File: src/rtl/irq_prio_pkg.sv
package irq_prio_pkg;
    localparam int NUM_SRC  = 9;
    localparam int LVL_W    = 3;
    localparam int IDX_W    = $clog2(NUM_SRC);
    localparam int ADDR_W   = 8;
    localparam int DATA_W   = 8;
    localparam int PEND_BIT = LVL_W;

    // Byte address of the control register of each source, ascending
    function automatic logic [ADDR_W-1:0] src_addr(input int idx);
        case (idx)
            0: return 8'h4A;
            1: return 8'h4D;
            2: return 8'h4E;
            3: return 8'h51;
            4: return 8'h52;
            5: return 8'h53;
            6: return 8'h54;
            7: return 8'h56;
            8: return 8'h58;
            default: return 8'h00;
        endcase
    endfunction

    typedef struct packed {
        logic [NUM_SRC-1:0][LVL_W-1:0] lvl;
        logic [NUM_SRC-1:0]            pend;
    } cfg_t;

    typedef struct packed {
        logic             req;
        logic [IDX_W-1:0] src;
        logic [LVL_W-1:0] lvl;
    } win_t;
endpackage

File: src/rtl/irq_addr_decode.sv
module irq_addr_decode #(
    parameter int N_SRC = irq_prio_pkg::NUM_SRC,
    parameter int AW    = irq_prio_pkg::ADDR_W
) (
    input  logic [AW-1:0]    addr,
    output logic [N_SRC-1:0] hit
);
    for (genvar i = 0; i < N_SRC; i++) begin : g_hit
        assign hit[i] = (addr == AW'(irq_prio_pkg::src_addr(i)));
    end
endmodule

File: src/rtl/irq_prio_arbiter.sv
module irq_prio_arbiter #(
    parameter int N_SRC = irq_prio_pkg::NUM_SRC,
    parameter int LW    = irq_prio_pkg::LVL_W,
    parameter int IW    = irq_prio_pkg::IDX_W
) (
    input  logic [N_SRC-1:0][LW-1:0] lvl,
    input  logic [N_SRC-1:0]         pend,
    input  logic                     enable,
    input  logic [LW-1:0]            ipl,
    output logic                     win_req,
    output logic [IW-1:0]            win_src,
    output logic [LW-1:0]            win_lvl
);
    logic [LW-1:0] best_lvl;

    always_comb begin
        win_req  = 1'b0;
        win_src  = '0;
        best_lvl = ipl;
        // strict compare keeps the lowest index on a tie
        for (int i = 0; i < N_SRC; i++) begin
            if (enable && pend[i] && (lvl[i] > best_lvl)) begin
                win_req  = 1'b1;
                win_src  = IW'(i);
                best_lvl = lvl[i];
            end
        end
        win_lvl = win_req ? best_lvl : '0;
    end
endmodule

File: src/rtl/irq_prio_ctrl.sv
module irq_prio_ctrl
    import irq_prio_pkg::*;
(
    input  logic               clk,
    input  logic               rst_n,
    input  logic [ADDR_W-1:0]  bus_addr,
    input  logic [DATA_W-1:0]  bus_wdata,
    input  logic               bus_we,
    output logic [DATA_W-1:0]  bus_rdata,
    input  logic [NUM_SRC-1:0] irq_pulse,
    input  logic               glb_ie,
    input  logic [LVL_W-1:0]   cpu_ipl,
    input  logic               int_ack,
    output logic               int_req,
    output logic [IDX_W-1:0]   int_src,
    output logic [LVL_W-1:0]   int_lvl
);
    localparam int PAD_W = DATA_W - LVL_W - 1;

    cfg_t cfg_d, cfg_q;
    win_t win_d, win_q;

    logic [NUM_SRC-1:0]            hit;
    logic [NUM_SRC-1:0]            pend_now;
    logic [NUM_SRC-1:0][LVL_W-1:0] lvl_now;
    logic                          arb_req;
    logic [IDX_W-1:0]              arb_src;
    logic [LVL_W-1:0]              arb_lvl;

    irq_addr_decode #(.N_SRC(NUM_SRC), .AW(ADDR_W)) u_dec (
        .addr (bus_addr),
        .hit  (hit)
    );

    // Register next state: write, acknowledge, then hardware set wins
    always_comb begin
        cfg_d = cfg_q;
        for (int i = 0; i < NUM_SRC; i++) begin
            if (bus_we && hit[i]) begin
                cfg_d.lvl[i] = bus_wdata[LVL_W-1:0];
                if (!bus_wdata[PEND_BIT]) cfg_d.pend[i] = 1'b0;
            end
            if (int_ack && win_q.req && (win_q.src == IDX_W'(i)))
                cfg_d.pend[i] = 1'b0;
            if (irq_pulse[i])
                cfg_d.pend[i] = 1'b1;
        end
    end

    irq_prio_arbiter #(.N_SRC(NUM_SRC), .LW(LVL_W), .IW(IDX_W)) u_arb (
        .lvl     (cfg_d.lvl),
        .pend    (cfg_d.pend),
        .enable  (glb_ie),
        .ipl     (cpu_ipl),
        .win_req (arb_req),
        .win_src (arb_src),
        .win_lvl (arb_lvl)
    );

    always_comb begin
        win_d.req = arb_req;
        win_d.src = arb_src;
        win_d.lvl = arb_lvl;
    end

    always_ff @(posedge clk or negedge rst_n) begin
        if (!rst_n) begin
            cfg_q <= '0;
            win_q <= '0;
        end else begin
            cfg_q <= cfg_d;
            win_q <= win_d;
        end
    end

    always_comb begin
        bus_rdata = '0;
        for (int i = 0; i < NUM_SRC; i++) begin
            if (hit[i]) bus_rdata = {{PAD_W{1'b0}}, cfg_q.pend[i], cfg_q.lvl[i]};
        end
    end

    assign pend_now = cfg_q.pend;
    assign lvl_now  = cfg_q.lvl;
    assign int_req  = win_q.req;
    assign int_src  = win_q.src;
    assign int_lvl  = win_q.lvl;
endmodule

File: config.mk
export PLATFORM = sky130hd
export DESIGN_NAME = irq_prio_ctrl
export DESIGN_NICKNAME = d
export VERILOG_FILES = /design/src/rtl/irq_prio_pkg.sv /design/src/rtl/irq_addr_decode.sv /design/src/rtl/irq_prio_arbiter.sv /design/src/rtl/irq_prio_ctrl.sv
export SDC_FILE = /design/constraint.sdc
export NUM_CORES = 1
export LEC_CHECK = 0
export BUFFER_PORTS_ARGS = -buffer_cell sky130_fd_sc_hd__buf_2
export CELL_PAD_IN_SITES_DETAIL_PLACEMENT = 1
export CELL_PAD_IN_SITES_GLOBAL_PLACEMENT = 2
export CORE_MARGIN = 10
export CORE_UTILIZATION = 38
export CTS_CLUSTER_DIAMETER = 150
export DETAILED_ROUTE_END_ITERATION = 8
export GPL_ROUTABILITY_DRIVEN = 0
export MAX_ROUTING_LAYER = met4
export PLACE_DENSITY_LB_ADDON = 0.1
export SETUP_SLACK_MARGIN = 0.02
export SLEW_MARGIN = 5
export SYNTH_ARGS = -nofsm -noshare
export SYNTH_HDL_FRONTEND = slang
export SYNTH_HIERARCHICAL = 1
export SYNTH_SLANG_ARGS = --single-unit
File: constraint.sdc
create_clock -name clk -period 25.9 [get_ports clk]
set_clock_uncertainty 0.2 [all_clocks]
set_input_delay 1.295 -clock clk [delete_from_list [all_inputs] [get_ports clk]]
set_output_delay 1.295 -clock clk [all_outputs]
set_load 0.05 [all_outputs]
**After elaboration in Yosys (flattened, before gate mapping)**

Index checks and enable logic that the tools add are counted.

- Register bits after elaboration: 44
- Logic and storage cells: 158
- Bits of input ports: 33

- Equal/unequal tests: 17
- Magnitude comparators: 9
- Mux-type cells: 81
- Reduce and logical (&&, ||, !) cells: 38

Operators by type and width:

| kind | number |
|---|---|
| 8-bit by 7-bit equality test with 1-bit output (second input constant) | 9 |
| 3-bit two-way mux | 23 |
| 8-bit two-way mux | 8 |
| 1-bit two-way mux | 46 |
| 1-bit logical AND | 37 |
| 3-bit greater-than comparator | 9 |
| 4-bit by 3-bit equality test with 1-bit output (second input constant) | 4 |
| 4-bit by 2-bit equality test with 1-bit output (second input constant) | 2 |
| 4-bit two-way mux | 2 |
| 4-bit by 1-bit equality test with 1-bit output (second input constant) | 1 |
| 4-bit equality test (second input constant) | 1 |
| 4-bit logical NOT | 1 |
| 2-bit two-way mux | 2 |

**Logic depth before layout (Yosys ltp)**

- Depth in word-level cells: 33
- Gate-level depth with buffers: 64
- Depth with buffers taken out: 64

**Modules after synthesis**

The synthesis kept the hierarchy.

By module, submodules not included:

| module | seq. area each (sq um) | area an instance (sq um) | cells each | times used |
|---|---|---|---|---|
| irq_prio_ctrl | 1,101.1 | 2,049.5 | 188 | 1 |
| irq_prio_arbiter | 0.0 | 1,337.5 | 193 | 1 |
| irq_addr_decode | 0.0 | 137.6 | 19 | 1 |

**Least setup slack after synthesis**

No wires, ideal clock.

- Path kind: in2reg
- From: input port bus_addr[4]
- To: register win_q, in the netlist int_lvl[0]
- Buffers on the path: 0
- Required time: 25,604 ps
- Library setup time: 96 ps
- Data arrival time: 13,161 ps
- Path slack: 12,442 ps
- Stages: 56
- Cell sequence: or4b_4 > nor3_1 > nand2_1 > mux2_2 > ha_1 > nor2b_4 > o311a_4 > nand2_1 > o21ai_0 > ha_1 > o21ba_2 > o311ai_1 > a211oi_1 > nor3_2 > ha_1 > nor2_1 > a31oi_1 > and2_1 > [... 20 more ...] > ha_1 > nor3b_1 > maj3_1 > a32oi_1 > mux2_2 > ha_1 > nand3_1 > nand3_1 > a21oi_1 > nand2b_1 > o211ai_2 > inv_1 > ha_1 > a311oi_1 > inv_1 > nand4_1 > nor3_2 > o31ai_1

RTL lines:

| item | RTL line | source |
|---|---|---|
| start, declared | irq_prio_ctrl.sv:6 | `input logic [ADDR_W-1:0] bus_addr,` |
| end signal, assigned | irq_prio_ctrl.sv:72 | `win_q <= win_d;` |
| end, declared | irq_prio_ctrl.sv:21 | `win_t win_d, win_q;` |

==> results.txt <==
----------------------------------------------------
[Outcome]
  Run status ... finished clean

[Place]
  Number of port buffers ... 40
  Detailed Place HPWL ... 8990 um
  Placed instance area ... 3830 um2

[Worst setup path]
  Critical Path Source Type ... primary input
  Depth of the worst register-to-register path ... 54
  Classification of the worst setup path ... primary input to flip-flop
  Endpoint of the worst-slack reg-to-reg timing path ... int_lvl[0]
  Critical path endpoint category ... flip-flop
  Slowest cell delay on critical path ... 590 ps
  Worst path buffer plus inverter count ... 2
  Cell type of the slowest stage on the worst timing path ... sky130_fd_sc_hd__a311oi_2
  Most used cell, CP ... sky130_fd_sc_hd__ha_1
  Worst path arrival time ... about 15,000 ps
  Internal reg-to-reg setup slack ... between 10,000 and 15,000 ps
  Required time worst endpoint ... 25,900 ps
  Max Fanout on Critical Path ... 10
  Critical path launch point ... bus_addr[4]
  Worst r2r src ... cfg_q[10]
  Largest delay contributor family on the critical path ... compound AO/OA/AOI/OAI gates

[Synthesis]
  Warnings, synthesis ... 6
  Mean area per synthesized cell ... 8.81 um2
  Post-synth EDFFs ... 0
  Number of cells produced by synthesis ... 400
  Post-synthesis instance area ... 3520 um2
  Number of synthesized register bits ... 44
  Number of distinct library cell variants in the gate-level netlist after synthesis ... 68
  Most common cell in the netlist ... sky130_fd_sc_hd__dfrtp_1
  Most area-hungry cell type in the Yosys netlist ... sky130_fd_sc_hd__dfrtp_1
  Fraction of synthesized cell area taken by the top area cell type ... 31.2%
  Cell types with the largest area share after synthesis ... sky130_fd_sc_hd__dfrtp_1, sky130_fd_sc_hd__mux2_2, sky130_fd_sc_hd__ha_1
  Dominant synthesized flop cell ... sky130_fd_sc_hd__dfrtp_1
  Sequential fraction of the synthesis area ... 31.2%
  Top post-synthesis cells by count ... sky130_fd_sc_hd__dfrtp_1, sky130_fd_sc_hd__nand2_1, sky130_fd_sc_hd__a21oi_1, sky130_fd_sc_hd__o21ai_0
  Proportion of register bits with asynchronous set or reset after synthesis ... 100%

[GRT]
  GRT Total Usage ... 17.1%
  Wire length of the first global-routing pass ... 17,900 um
  Initial antenna violation count ... 0
  Number of global-route vias before repair ... roughly 3,400
  Pin count of the biggest net entering global routing ... 45
  Remaining global-route overflow ... 0

[Timing]
  Slew of the pin with the lowest slew margin ... 1120 ps
  Setup repair after global routing missed its margin ... no
  Max_slew headroom ... 24.8%
  Upper clock frequency limit ... between 0.06 and 0.07 GHz
  Final critical delay including setup and external delays ... approximately 15,000 ps
  Number of setup violations in the final report ... 0
  Number of endpoints with negative hold slack in the final report ... 0
  Final worst path period share ... ~56%
  Total count of max-transition violations in the final report ... 0
  Final sum of negative setup slack ... 0 ps

[Clock network]
  Total number of clock tree sinks ... 44
  Number of buffers created by CTS ... 5
  Post-CTS Setup Inserts ... 0
  Total of hold buffers inserted after clock tree synthesis ... 0
  Htree depth ... 2
  Number of instances resized during post-cts repair ... 0
  Cell chosen for the clock root ... sky130_fd_sc_hd__clkbuf_8
  Clock input transition at the sequential cells of the worst setup and hold paths ... 90 ps
  CTS tree ... yes
  Clock insertion delay at the later pin of the skew report ... a little under 300 ps
  Bufs on Longest Clock Path ... 2

[Power]
  Total power density per cell area ... 47.6 nW/um2
  Worst-case vdd ir drop ... ~21 uV
  Static leakage ... approximately 1.7 nW
  Overall power of the completed layout ... 0.188 mW

[Floorplan]
  Die Outline Area ... 13,500 um2
  Core region area ... 9150 um2
  Number of placement rows ... 35
  Height of the die ... around 120 um
  I/O Pins ... 49
  Initial Utilization ... 38.5%
  Chip width ... ~120 um

[Route]
  Iteration-0 DRC count of the detailed router ... 164
  Routed len/inst ... between 15 and 20 um
  1st-pass router iterations ... 4
  Via/cell ratio ... 5.83
  Number of nets with antenna violations after detailed routing ... 0
  Total routed wirelength ... 10,900 um
  Via Count ... between 3,000 and 4,000
  DRC ... 0

[Final layout]
  Fraction of layout cells with a size suffix above 1 ... between 20 and 25%
  Area Growth Syn to Fin ... 12.0%
  Layout Nets ... 489
  Fin area ... 3950 um2
  Antenna diode instance count ... 0

[Worst hold path]
  Worst hold endpoint ... cfg_q[9]
  Worst Hold Depth ... 1
  Hold_sp ... cfg_q[9]
  Worst hold-check path type ... flip-flop to flip-flop

[Job]
  Max-cap violations ... 0

----------------------------------------------------
layout by cell type (no fill, tap or decap), types with 8 or more instances in the layout:
master                     synthesis  final
sky130_fd_sc_hd__a21oi_1          30     30
sky130_fd_sc_hd__buf_2             6     40
sky130_fd_sc_hd__dfrtp_1          44     44
sky130_fd_sc_hd__ha_1             15     15
sky130_fd_sc_hd__inv_1            28     28
sky130_fd_sc_hd__mux2_2           28     28
sky130_fd_sc_hd__nand2_1          34     34
sky130_fd_sc_hd__nand2b_1          8      8
sky130_fd_sc_hd__nand3_1          11     11
sky130_fd_sc_hd__nor2_1           25     25
sky130_fd_sc_hd__nor3_1           10     10
sky130_fd_sc_hd__o21ai_0          30     30
metrics by stage:
step           setup slack, ps  hold slack (ps)  util (%)  cells
2_1_floorplan            12440              293         -    403
3_3_place_gp             10720              310      41.8    545
3_5_place_dp             10560              320      41.8    545
4_1_cts                  10800              341      43.1    553
5_1_grt                  10040              363      43.1    553
6_report                 11270              339      43.1    553
logic make-up (layout without fill, tap and decap cells):
| logic type | count (synthesis) | in the layout | share of synthesized area [%] |
|---|---|---|---|
| simple gates | 145 | 145 | 23.3 |
| compound gates | 122 | 122 | 24.6 |
| flops | 44 | 44 | 31.2 |
| buf+inv | 41 | 80 | 5.22 |
| mux | 30 | 30 | 9.66 |
| fa+ha+maj | 17 | 17 | 5.89 |
| other cells | 1 | 4 | 0.106 |
layout make-up:
type | count | area (um2)
fill | 1130 | 5200
multi-input combinational | 318 | 2260
sequential | 44 | 1100
timing repair buffer | 44 | 230
tap | 111 | 139
inverter | 28 | 105
clock buffer | 5 | 68.8
clock inverter | 3 | 46.3
registers in the layout, indices dropped and copies added, names as in the netlist:
signal and flops:
cfg_q 27, int_lvl 3, int_req 1, int_src 4, pend_now 9
per-layer routing:
metal	vias up	GRT usage, %	share of wire, %
li1	1567	-	-
met1	1598	22.7	48
met2	50	27.8	48
met3	8	1.54	3.0
met4	0	3.92	1.1
met5	-	-	0
report_power, final:
part	switching (mW)	internal [mW]
logic	0.0389	0.0192
clock network	0.0242	0.0291
registers	0.00333	0.0734
worst max-delay path by stage:
| stage | end | slack, ps | cells past startpoint |
|---|---|---|---|
| 6_report | int_lvl[0] | 11270 | 58 |
| 5_1_grt | int_lvl[0] | 10040 | 58 |
| 4_1_cts | int_lvl[1] | 10800 | 57 |
| 3_5_place_dp | int_lvl[1] | 10560 | 57 |
| 3_3_place_gp | int_lvl[1] | 10720 | 57 |
| 2_1_floorplan | int_lvl[0] | 12440 | 56 |
(Power assumes the default switching activity.)
